[src/rtl/txpp_pkg.sv]
package txpp_pkg;
    typedef enum logic [1:0] {
        ST_IDLE    = 2'd0,
        ST_SEND    = 2'd1,
        ST_SEND_Q  = 2'd2,
        ST_HANDOFF = 2'd3
    } txpp_state_e;

    localparam int REG_AW = 3;

    localparam logic [REG_AW-1:0] RA_CTRL     = 3'd0;
    localparam logic [REG_AW-1:0] RA_BUFADDR  = 3'd1;
    localparam logic [REG_AW-1:0] RA_BUFLEN   = 3'd2;
    localparam logic [REG_AW-1:0] RA_STAT     = 3'd3;
    localparam logic [REG_AW-1:0] RA_IRQ_SET  = 3'd4;
    localparam logic [REG_AW-1:0] RA_IRQ_CLR  = 3'd5;
    localparam logic [REG_AW-1:0] RA_IRQ_MASK = 3'd6;

    localparam int SB_READY = 0;
    localparam int SB_IDLE  = 1;
    localparam int SB_DONE  = 2;
    localparam int SB_OVF   = 3;
endpackage

[src/rtl/txpp_slot_fsm.sv]
module txpp_slot_fsm
    import txpp_pkg::*;
#(
    parameter int DATA_W = 32,
    parameter int LEN_W  = 11
) (
    input  logic              clk_i,
    input  logic              rst_ni,
    input  logic              commit_i,
    input  logic [DATA_W-1:0] commit_addr_i,
    input  logic [LEN_W-1:0]  commit_len_i,
    input  logic              frame_done_i,
    input  logic              flush_i,
    output logic              slot_free_o,
    output logic              empty_o,
    output logic              reject_o,
    output logic              done_evt_o,
    output logic              tx_start_o,
    output logic [DATA_W-1:0] tx_addr_o,
    output logic [LEN_W-1:0]  tx_len_o
);
    txpp_state_e st_q, st_d;
    logic              launch_new, store_pend, promote;
    logic [DATA_W-1:0] act_addr_q, pend_addr_q;
    logic [LEN_W-1:0]  act_len_q, pend_len_q;
    logic              start_q;

    // next-state and control decode
    always_comb begin
        st_d       = st_q;
        launch_new = 1'b0;
        store_pend = 1'b0;
        promote    = 1'b0;
        reject_o   = 1'b0;
        unique case (st_q)
            ST_IDLE: begin
                if (commit_i) begin
                    st_d       = ST_SEND;
                    launch_new = 1'b1;
                end
            end
            ST_SEND: begin
                if (commit_i && frame_done_i) begin
                    st_d       = ST_HANDOFF;
                    store_pend = 1'b1;
                end else if (commit_i) begin
                    st_d       = ST_SEND_Q;
                    store_pend = 1'b1;
                end else if (frame_done_i) begin
                    st_d = ST_IDLE;
                end
            end
            ST_SEND_Q: begin
                reject_o = commit_i;
                if (frame_done_i) st_d = ST_HANDOFF;
            end
            ST_HANDOFF: begin
                reject_o = commit_i;
                st_d     = ST_SEND;
                promote  = 1'b1;
            end
        endcase
        if (flush_i) begin
            st_d       = ST_IDLE;
            launch_new = 1'b0;
            store_pend = 1'b0;
            promote    = 1'b0;
        end
    end

    // state register
    always_ff @(posedge clk_i or negedge rst_ni) begin
        if (!rst_ni) st_q <= ST_IDLE;
        else         st_q <= st_d;
    end

    // slot datapath
    always_ff @(posedge clk_i or negedge rst_ni) begin
        if (!rst_ni) begin
            act_addr_q  <= '0;
            act_len_q   <= '0;
            pend_addr_q <= '0;
            pend_len_q  <= '0;
            start_q     <= 1'b0;
        end else begin
            start_q <= launch_new | promote;
            if (launch_new) begin
                act_addr_q <= commit_addr_i;
                act_len_q  <= commit_len_i;
            end else if (promote) begin
                act_addr_q <= pend_addr_q;
                act_len_q  <= pend_len_q;
            end
            if (store_pend) begin
                pend_addr_q <= commit_addr_i;
                pend_len_q  <= commit_len_i;
            end
        end
    end

    // outputs
    always_comb begin
        slot_free_o = (st_q == ST_IDLE) || (st_q == ST_SEND);
        empty_o     = (st_q == ST_IDLE);
        done_evt_o  = frame_done_i && ((st_q == ST_SEND) || (st_q == ST_SEND_Q));
        tx_start_o  = start_q;
        tx_addr_o   = act_addr_q;
        tx_len_o    = act_len_q;
    end

    assert_launch_in_send_R1: assert property (@(posedge clk_i) disable iff (!rst_ni)
        tx_start_o |-> (st_q == ST_SEND));
    assert_full_holds_R2: assert property (@(posedge clk_i) disable iff (!rst_ni)
        (st_q == ST_SEND_Q && !frame_done_i && !flush_i) |=> (st_q == ST_SEND_Q));
    assert_flush_empties_R6: assert property (@(posedge clk_i) disable iff (!rst_ni)
        flush_i |=> (st_q == ST_IDLE));
    assert_handoff_promotes_R7: assert property (@(posedge clk_i) disable iff (!rst_ni)
        (st_q == ST_HANDOFF && !flush_i) |=> (st_q == ST_SEND && tx_start_o));
endmodule

[src/rtl/txpp_irq.sv]
module txpp_irq (
    input  logic clk_i,
    input  logic rst_ni,
    input  logic mask_set_i,
    input  logic mask_clr_i,
    input  logic done_flag_i,
    output logic mask_o,
    output logic irq_o
);
    logic mask_q;

    always_ff @(posedge clk_i or negedge rst_ni) begin
        if (!rst_ni)         mask_q <= 1'b0;
        else if (mask_set_i) mask_q <= 1'b1;
        else if (mask_clr_i) mask_q <= 1'b0;
    end

    always_comb begin
        mask_o = mask_q;
        irq_o  = done_flag_i & mask_q;
    end

    assert_mask_set_R9: assert property (@(posedge clk_i) disable iff (!rst_ni)
        mask_set_i |=> mask_o);
    assert_mask_clr_R9: assert property (@(posedge clk_i) disable iff (!rst_ni)
        (mask_clr_i && !mask_set_i) |=> !irq_o);
endmodule

[src/rtl/txpp_regs.sv]
module txpp_regs
    import txpp_pkg::*;
#(
    parameter int DATA_W = 32
) (
    input  logic              clk_i,
    input  logic              rst_ni,
    input  logic              we_i,
    input  logic [REG_AW-1:0] addr_i,
    input  logic [DATA_W-1:0] wdata_i,
    output logic [DATA_W-1:0] rdata_o,
    input  logic              slot_free_i,
    input  logic              empty_i,
    input  logic              reject_i,
    input  logic              done_evt_i,
    input  logic              mask_i,
    output logic              commit_o,
    output logic              flush_o,
    output logic [DATA_W-1:0] staged_addr_o,
    output logic              mask_set_o,
    output logic              mask_clr_o,
    output logic              done_flag_o
);
    logic              en_q, done_q, ovf_q;
    logic [DATA_W-1:0] stage_q;
    logic              wr_ctrl, wr_stat, clr_done, clr_ovf;

    always_comb begin
        wr_ctrl       = we_i && (addr_i == RA_CTRL);
        wr_stat       = we_i && (addr_i == RA_STAT);
        clr_done      = wr_stat && wdata_i[SB_DONE];
        clr_ovf       = wr_stat && wdata_i[SB_OVF];
        commit_o      = we_i && (addr_i == RA_BUFLEN) && en_q;
        flush_o       = wr_ctrl && !wdata_i[0];
        mask_set_o    = we_i && (addr_i == RA_IRQ_SET) && wdata_i[0];
        mask_clr_o    = we_i && (addr_i == RA_IRQ_CLR) && wdata_i[0];
        staged_addr_o = stage_q;
        done_flag_o   = done_q;
    end

    always_ff @(posedge clk_i or negedge rst_ni) begin
        if (!rst_ni) begin
            en_q    <= 1'b0;
            done_q  <= 1'b0;
            ovf_q   <= 1'b0;
            stage_q <= '0;
        end else begin
            if (wr_ctrl) en_q <= wdata_i[0];
            if (we_i && addr_i == RA_BUFADDR) stage_q <= wdata_i;
            done_q <= done_evt_i | (done_q & ~clr_done);
            ovf_q  <= reject_i   | (ovf_q  & ~clr_ovf);
        end
    end

    always_comb begin
        rdata_o = '0;
        case (addr_i)
            RA_CTRL:     rdata_o[0] = en_q;
            RA_BUFADDR:  rdata_o = stage_q;
            RA_STAT: begin
                rdata_o[SB_READY] = en_q & slot_free_i;
                rdata_o[SB_IDLE]  = empty_i;
                rdata_o[SB_DONE]  = done_q;
                rdata_o[SB_OVF]   = ovf_q;
            end
            RA_IRQ_MASK: rdata_o[0] = mask_i;
            default:     rdata_o = '0;
        endcase
    end

    assert_done_sticky_R5: assert property (@(posedge clk_i) disable iff (!rst_ni)
        done_evt_i |=> done_flag_o);
    assert_no_overflow_loss_R2: assert property (@(posedge clk_i) disable iff (!rst_ni)
        (ovf_q && !clr_ovf) |=> ovf_q);
    assert_disabled_no_commit_R6: assert property (@(posedge clk_i) disable iff (!rst_ni)
        !en_q |-> !commit_o);
endmodule

[src/rtl/txpp_top.sv]
module txpp_top
    import txpp_pkg::*;
#(
    parameter int DATA_W = 32,
    parameter int LEN_W  = 11
) (
    input  logic              clk_i,
    input  logic              rst_ni,
    input  logic              reg_we_i,
    input  logic [2:0]        reg_addr_i,
    input  logic [DATA_W-1:0] reg_wdata_i,
    output logic [DATA_W-1:0] reg_rdata_o,
    input  logic              frame_done_i,
    output logic              tx_start_o,
    output logic [DATA_W-1:0] tx_addr_o,
    output logic [LEN_W-1:0]  tx_len_o,
    output logic              irq_o
);
    logic              commit, flush, slot_free, empty, reject, done_evt;
    logic              mask_set, mask_clr, mask, done_flag;
    logic [DATA_W-1:0] staged_addr;

    txpp_regs #(.DATA_W(DATA_W)) regs_i (
        .clk_i(clk_i), .rst_ni(rst_ni),
        .we_i(reg_we_i), .addr_i(reg_addr_i), .wdata_i(reg_wdata_i),
        .rdata_o(reg_rdata_o),
        .slot_free_i(slot_free), .empty_i(empty), .reject_i(reject),
        .done_evt_i(done_evt), .mask_i(mask),
        .commit_o(commit), .flush_o(flush), .staged_addr_o(staged_addr),
        .mask_set_o(mask_set), .mask_clr_o(mask_clr), .done_flag_o(done_flag)
    );

    txpp_slot_fsm #(.DATA_W(DATA_W), .LEN_W(LEN_W)) fsm_i (
        .clk_i(clk_i), .rst_ni(rst_ni),
        .commit_i(commit), .commit_addr_i(staged_addr),
        .commit_len_i(reg_wdata_i[LEN_W-1:0]),
        .frame_done_i(frame_done_i), .flush_i(flush),
        .slot_free_o(slot_free), .empty_o(empty), .reject_o(reject),
        .done_evt_o(done_evt),
        .tx_start_o(tx_start_o), .tx_addr_o(tx_addr_o), .tx_len_o(tx_len_o)
    );

    txpp_irq irq_i (
        .clk_i(clk_i), .rst_ni(rst_ni),
        .mask_set_i(mask_set), .mask_clr_i(mask_clr),
        .done_flag_i(done_flag), .mask_o(mask), .irq_o(irq_o)
    );

    assert_idle_not_ready_full_R4: assert property (@(posedge clk_i) disable iff (!rst_ni)
        empty |-> slot_free);
endmodule

[config.mk]
export PLATFORM = sky130hd
export DESIGN_NAME = txpp_top
export DESIGN_NICKNAME = d
export VERILOG_FILES = /design/src/rtl/txpp_pkg.sv /design/src/rtl/txpp_slot_fsm.sv /design/src/rtl/txpp_irq.sv /design/src/rtl/txpp_regs.sv /design/src/rtl/txpp_top.sv
export SDC_FILE = /design/constraint.sdc
export NUM_CORES = 1
export LEC_CHECK = 0
export ABC_AREA = 0
export BUFFER_PORTS_ARGS = -buffer_cell sky130_fd_sc_hd__buf_2
export CORE_AREA = 3 3 163 149
export DETAILED_ROUTE_END_ITERATION = 12
export DIE_AREA = 0 0 166 152
export PLACE_DENSITY = 0.53
export SYNTH_ARGS = -nofsm -noshare
export SYNTH_HDL_FRONTEND = slang
export SYNTH_SLANG_ARGS = --single-unit
[constraint.sdc]
create_clock -name clk_i -period 1.59 [get_ports clk_i]
set_input_delay 0.0795 -clock clk_i [delete_from_list [all_inputs] [get_ports clk_i]]
set_output_delay 0.0795 -clock clk_i [all_outputs]
set_load 0.01 [all_outputs]
### After elaboration in Yosys (flattened, before gate mapping)

Cells that the tools add are included.

* mux-type cells: 25
* equality and inequality tests: 12
* reductions and logical operators: 23
* bitwise gates (word level): 9

Operator list (number)
* 32-bit two-way mux: 2
* 28-bit two-way mux: 1
* 11-bit two-way mux: 2
* 1-bit logical AND: 14
* 2-bit two-way mux: 6
* 1-bit two-way mux: 11
* 3-bit equality test, second input constant: 3
* 2-bit case mux with 4 select lines: 1
* 3-bit by 2-bit equality test with 1-bit output, second input constant: 2
* 3-bit case mux with 2 select lines: 1
* 5-bit by 3-bit != test with 1-bit output, second input constant: 1
* 1-bit bitwise AND: 4
* 2-bit equality test, second input constant: 2
* 1-bit case mux with 4 select lines: 1
* 2-bit nonzero test: 2
* 3-bit by 1-bit equality test with 1-bit output, second input constant: 1
* 3-bit zero test: 1
* 3-bit by 2-bit != test with 1-bit output, second input constant: 1
* 3-bit != test, second input constant: 1
* 1-bit OR: 3
* 3-bit AND reduction: 1
* 2-bit by 1-bit equality test with 1-bit output, second input constant: 1
* 2-bit zero test: 1
* 1-bit logical OR: 2
* 3 further kinds: 4

* register bits: 125
* output and inout port bits: 77
* word-level logic and storage cells: 80

### Longest topological paths before layout

* depth in word-level cells: 7
* gate-level depth with buffers: 8
* gate-level depth less buffers: 6

### Hierarchy

From an unflattened synthesis, not the netlist that was laid out.

* cell total of the unflattened synthesis: 439
* area, all modules: 5929.4 µm²

Modules (own cells, without submodules)
* txpp_slot_fsm: seq. area each 2227.1 µm², times used 1, area each 4086.4 µm², cells each 308
* txpp_regs: seq. area each 875.8 µm², times used 1, area each 1800.5 µm², cells each 127
* txpp_irq: seq. area each 25.0 µm², times used 1, area each 42.5 µm², cells each 4

### Least setup slack after synthesis

OpenSTA, ideal clock, no wires.

* path type: reg-to-reg
* from: register fsm_i.st_q[1]
* to: register fsm_i.pend_addr_q[0]
* data arrival time: 1.475 ns
* required time: 1.465 ns
* setup time: 0.125 ns
* cell stages (with the launch flop): 7
* buffers on the path: 2
* path slack: -0.010 ns
* path through: dfrtp_1 > inv_1 > ha_1 > and4_4 > buf_8 > buf_12 > mux2_4

* longest elaborated chain between the ends: 3

RTL lines
* from (decl): RTL line txpp_slot_fsm.sv:22 `txpp_state_e st_q, st_d;`
* from (signal assigned): RTL line txpp_slot_fsm.sv:74 `else st_q <= st_d;`
* 2-bit by 1-bit equality test with 1-bit output: RTL line txpp_slot_fsm.sv:35 `unique case (st_q)`
* 1-bit two-way mux: RTL line txpp_slot_fsm.sv:35
* 1-bit two-way mux: RTL line txpp_slot_fsm.sv:63 `if (flush_i) begin`
* to (signal assigned): RTL line txpp_slot_fsm.sv:95 `pend_addr_q <= commit_addr_i;`
* to (decl): RTL line txpp_slot_fsm.sv:24 `logic [DATA_W-1:0] act_addr_q, pend_addr_q;`

No other way between the ends.
A chain may end at the register's enable or synchronous reset.

### Worst setup path in the final report

* from: register fsm_i.st_q[1]
* to: output reg_rdata_o[0]

* longest elaborated chain between the ends: 4
* elaborated cells on any way between the ends: 5

RTL lines
* 2-bit by 1-bit equality test with 1-bit output or 2-bit zero test (tied branches): RTL line txpp_slot_fsm.sv:103 `slot_free_o = (st_q == ST_IDLE) || (st_q == ST_SEND);`
* 1-bit logical OR (*): RTL line txpp_slot_fsm.sv:103
* 1-bit bitwise AND (*): RTL line txpp_regs.sv:61 `rdata_o[SB_READY] = en_q & slot_free_i;`
* 1-bit case mux with 4 select lines (*): RTL line txpp_regs.sv:57 `case (addr_i)`
* to (decl): RTL line txpp_top.sv:12 `output logic [DATA_W-1:0] reg_rdata_o,`

Every way passes the cells marked *; elsewhere a longest branch is shown, timed or not.

==> flow_metrics.tcl <==
set metrics [dict create \
    synthArstFlopShare_pct 100.0 \
    period_share_pct 114.5 \
    crit_type "reg2out" \
    initial_utilization_pct 24.89 \
    grt_max_degree 51 \
    numCtsBuffers 17 \
    syn_area_um2 5619 \
    die_h_um 152 \
    clock_latency_ps 420 \
    grt_pass1_vias 4238 \
    fin_ws_ps -231.1 \
    rsz0062_at_grt "true" \
    synth_cell_types 38 \
    syn_inst 439 \
    ctsLongestPathBuffers 2 \
    coreArea_um2 22580 \
    wl_per_cell_um 16.42 \
    leakage_nw 4.108 \
    ys_warn_count 0 \
    syn_nets 482 \
    drc 0 \
    clk_pin_slew_worst_paths_ps 60 \
    final_nets 664 \
    fin_crit_ps 1821 \
    antenna_found_initial 0 \
    grt_pass1_wl_mm 23.58 \
    drive_gt1_share_pct 42.59 \
    post-synth-top-area-fraction_pct 55.67 \
    vias 4049 \
    htreeDepth 4 \
    syn_area_per_cell_um2 12.80 \
    row_count 52 \
    cp_max_fo 4 \
    cts.sinks 125 \
    netlist_top_cells_area "dfrtp_1 (56%), mux2_2 (10%), mux2i_1 (7.7%)" \
    tns_ps -5551 \
    grt_use_total_pct 11.85 \
    dr.pass1.iters 4 \
    min_path_type "in2reg" \
    tightestPinTransition_ps 568.5 \
    maxCapViolations 0 \
    dp_cells 847 \
    setup_viol 75 \
    synth_seq_area_share_pct 55.67 \
    finalHoldViolCount 0 \
    cts_tree "yes" \
    synth_seq_cells 125 \
    die_w_um 166 \
    powerDensity_nw_per_um2 1535 \
    fin_skew_ps 5.831 \
    routed_wl_mm 15.28 \
    io-pin-count 116 \
    grt-ovfl-total 0 \
    relSlewSlack_pct 61.75 \
    max_freq_mhz 549.1 \
    via_per_inst 4.349 \
    portBuffers 115 \
    outcome "finished, violations left" \
    die_area_um2 25230 \
    antenna_cells 0 \
    crit_required_ps 1510 \
    place.gp.congestion 0.8002 \
    arrival_ps 1740 \
    ir_worst_vdd_uv 573.6 \
    cts_root_buf "clkbuf_16" \
    startpoint_type "flip-flop" \
    dp_hpwl_mm 9.661 \
    area_growth_pct 43.46 \
    yosysTopAreaCell "dfrtp_1" \
    violations "negative setup slack" \
    ys.flop_type "dfrtp_1" \
    crit_path_end_kind "output port" \
    finalNonFillerCells 931 \
    total_power_mw 12.38 \
    synth_edf_count 0 \
    drtIter0Drc 207 \
    place_ws_ps -48.47 \
    slew_viol_final 0 \
    ant_nets 0 \
]
cell usage after synthesis, types with 2 or more instances:
| library cell | n |
|---|---|
| nor2_1 | 46 |
| nand3_1 | 3 |
| buf_4 | 6 |
| inv_1 | 5 |
| nand4_1 | 3 |
| and2_1 | 30 |
| a21oi_1 | 46 |
| clkbuf_1 | 8 |
| buf_12 | 5 |
| ha_1 | 4 |
| mux2_2 | 52 |
| mux2i_1 | 43 |
| dfrtp_1 | 125 |
| mux2_1 | 15 |
| nand2_1 | 5 |
| nand2b_1 | 3 |
| buf_6 | 2 |
| buf_2 | 6 |
| a22o_1 | 4 |
| mux2_4 | 9 |
| a21o_1 | 2 |
cells in the final DEF, fill, tap and decap left out, drive strengths merged, types with 2 or more instances in the layout:
master	instances
buf	152
dfrtp	125
mux2	76
a21oi	47
nor2	46
mux2i	43
dlygate4sd3	33
and2	30
clkbuf	25
clkinvlp	6
inv	6
nand2	5
a22o	4
ha	4
nand4	3
nand2b	3
nand3	3
bufinv	3
clkinv	3
a21o	2
o2111ai	2
nor3b	2
layer usage:
metal / routed length [um] / track usage [%]
met4: 257 / 4.554
met2: 7224 / 19.34
met1: 7013 / 14.71
met3: 788 / 3.767
met5: 0 / 0
worst paths after layout:
path                                            from                                    to  slack [ps]  depth (start not counted)
max                        fsm_i.st_q[1]$_DFFE_PN0P_                        reg_rdata_o[0]        -230                          7
min                                         reg_we_i                regs_i.ovf_q$_DFF_PN0_          30                          3
max reg2reg                fsm_i.st_q[0]$_DFFE_PN0P_       fsm_i.tx_addr_o[21]$_DFFE_PN0P_        -180                          8
min reg2reg                   regs_i.ovf_q$_DFF_PN0_                regs_i.ovf_q$_DFF_PN0_         500                          1
max in group asynchronous                     rst_ni     fsm_i.pend_addr_q[15]$_DFFE_PN0P_         860                          3
min in group asynchronous                     rst_ni  regs_i.staged_addr_o[25]$_DFFE_PN0P_         100                          2
metrics by stage:
| stage | instance area, um2 | hold WS (ps) | utilization (%) |
|---|---|---|---|
| 6_report | 8061 | 30.84 | 35.71 |
| 4_1_cts | 7815 | 1.277 | 34.62 |
| 3_5_place_dp | 6653 | 3.172 | 29.47 |
| 3_3_place_gp | 6653 | -0.09662 | 29.47 |
| 2_1_floorplan | 5622 | -216.1 | - |
| 5_1_grt | 8061 | 22.92 | 35.71 |
kinds of logic (layout without fill, tap and decap cells):
family / after synthesis / in the layout / synth area share (%)
AO/OA/AOI/OAI: 60 / 60 / 6.413
adder cells (fa/ha/maj): 4 / 4 / 0.8907
buffers and inverters: 33 / 228 / 4.654
flip-flops: 125 / 125 / 55.67
multiplexers: 119 / 119 / 23.49
AND/OR/NAND/NOR: 98 / 98 / 8.885
layout make-up:
cell class	instances	area [um2]
clock buffers	19	442.9
clock inverters	13	166.4
fillers	2182	14520
inverters	5	18.77
multi-input cells	281	2415
flip-flops and latches	125	3129
well taps	297	371.6
repair buffers	191	1518
worst max-delay path, cell delays in order, from the launching register on:
cell and delay [ps]:
dfrtp_1 370, inv_2 70, buf_6 120, ha_4 160, o211ai_1 200, a21oi_1 100, a21o_1 170, buf_2 140
registers in the layout, indices dropped and copies added, names as in the netlist:
register              cells
fsm_i.pend_addr_q        32
fsm_i.tx_addr_o          32
regs_i.staged_addr_o     32
fsm_i.pend_len_q         11
fsm_i.tx_len_o           11
fsm_i.st_q                2
fsm_i.tx_start_o          1
irq_i.mask_o              1
regs_i.done_flag_o        1
regs_i.en_q               1
regs_i.ovf_q              1
repair_timing:
item,4_1_cts,5_1_grt
pin swaps,4,29
resized for setup,10,44
endpoints found under the hold margin,178,0
endpoints found under the setup margin,44,69
gates cloned,5,3
buffers inserted,7,6
hold buffers,33,0
power breakdown:
| part | internal, mW | leakage, nW | switching, mW |
|---|---|---|---|
| Sequential | 4.37 | 1.58 | 0.792 |
| Combinational | 1.89 | 2.25 | 1.36 |
| Clock | 2.51 | 0.278 | 1.47 |
| Total | 8.76 | 4.11 | 3.61 |
(Power assumes the default switching activity.)
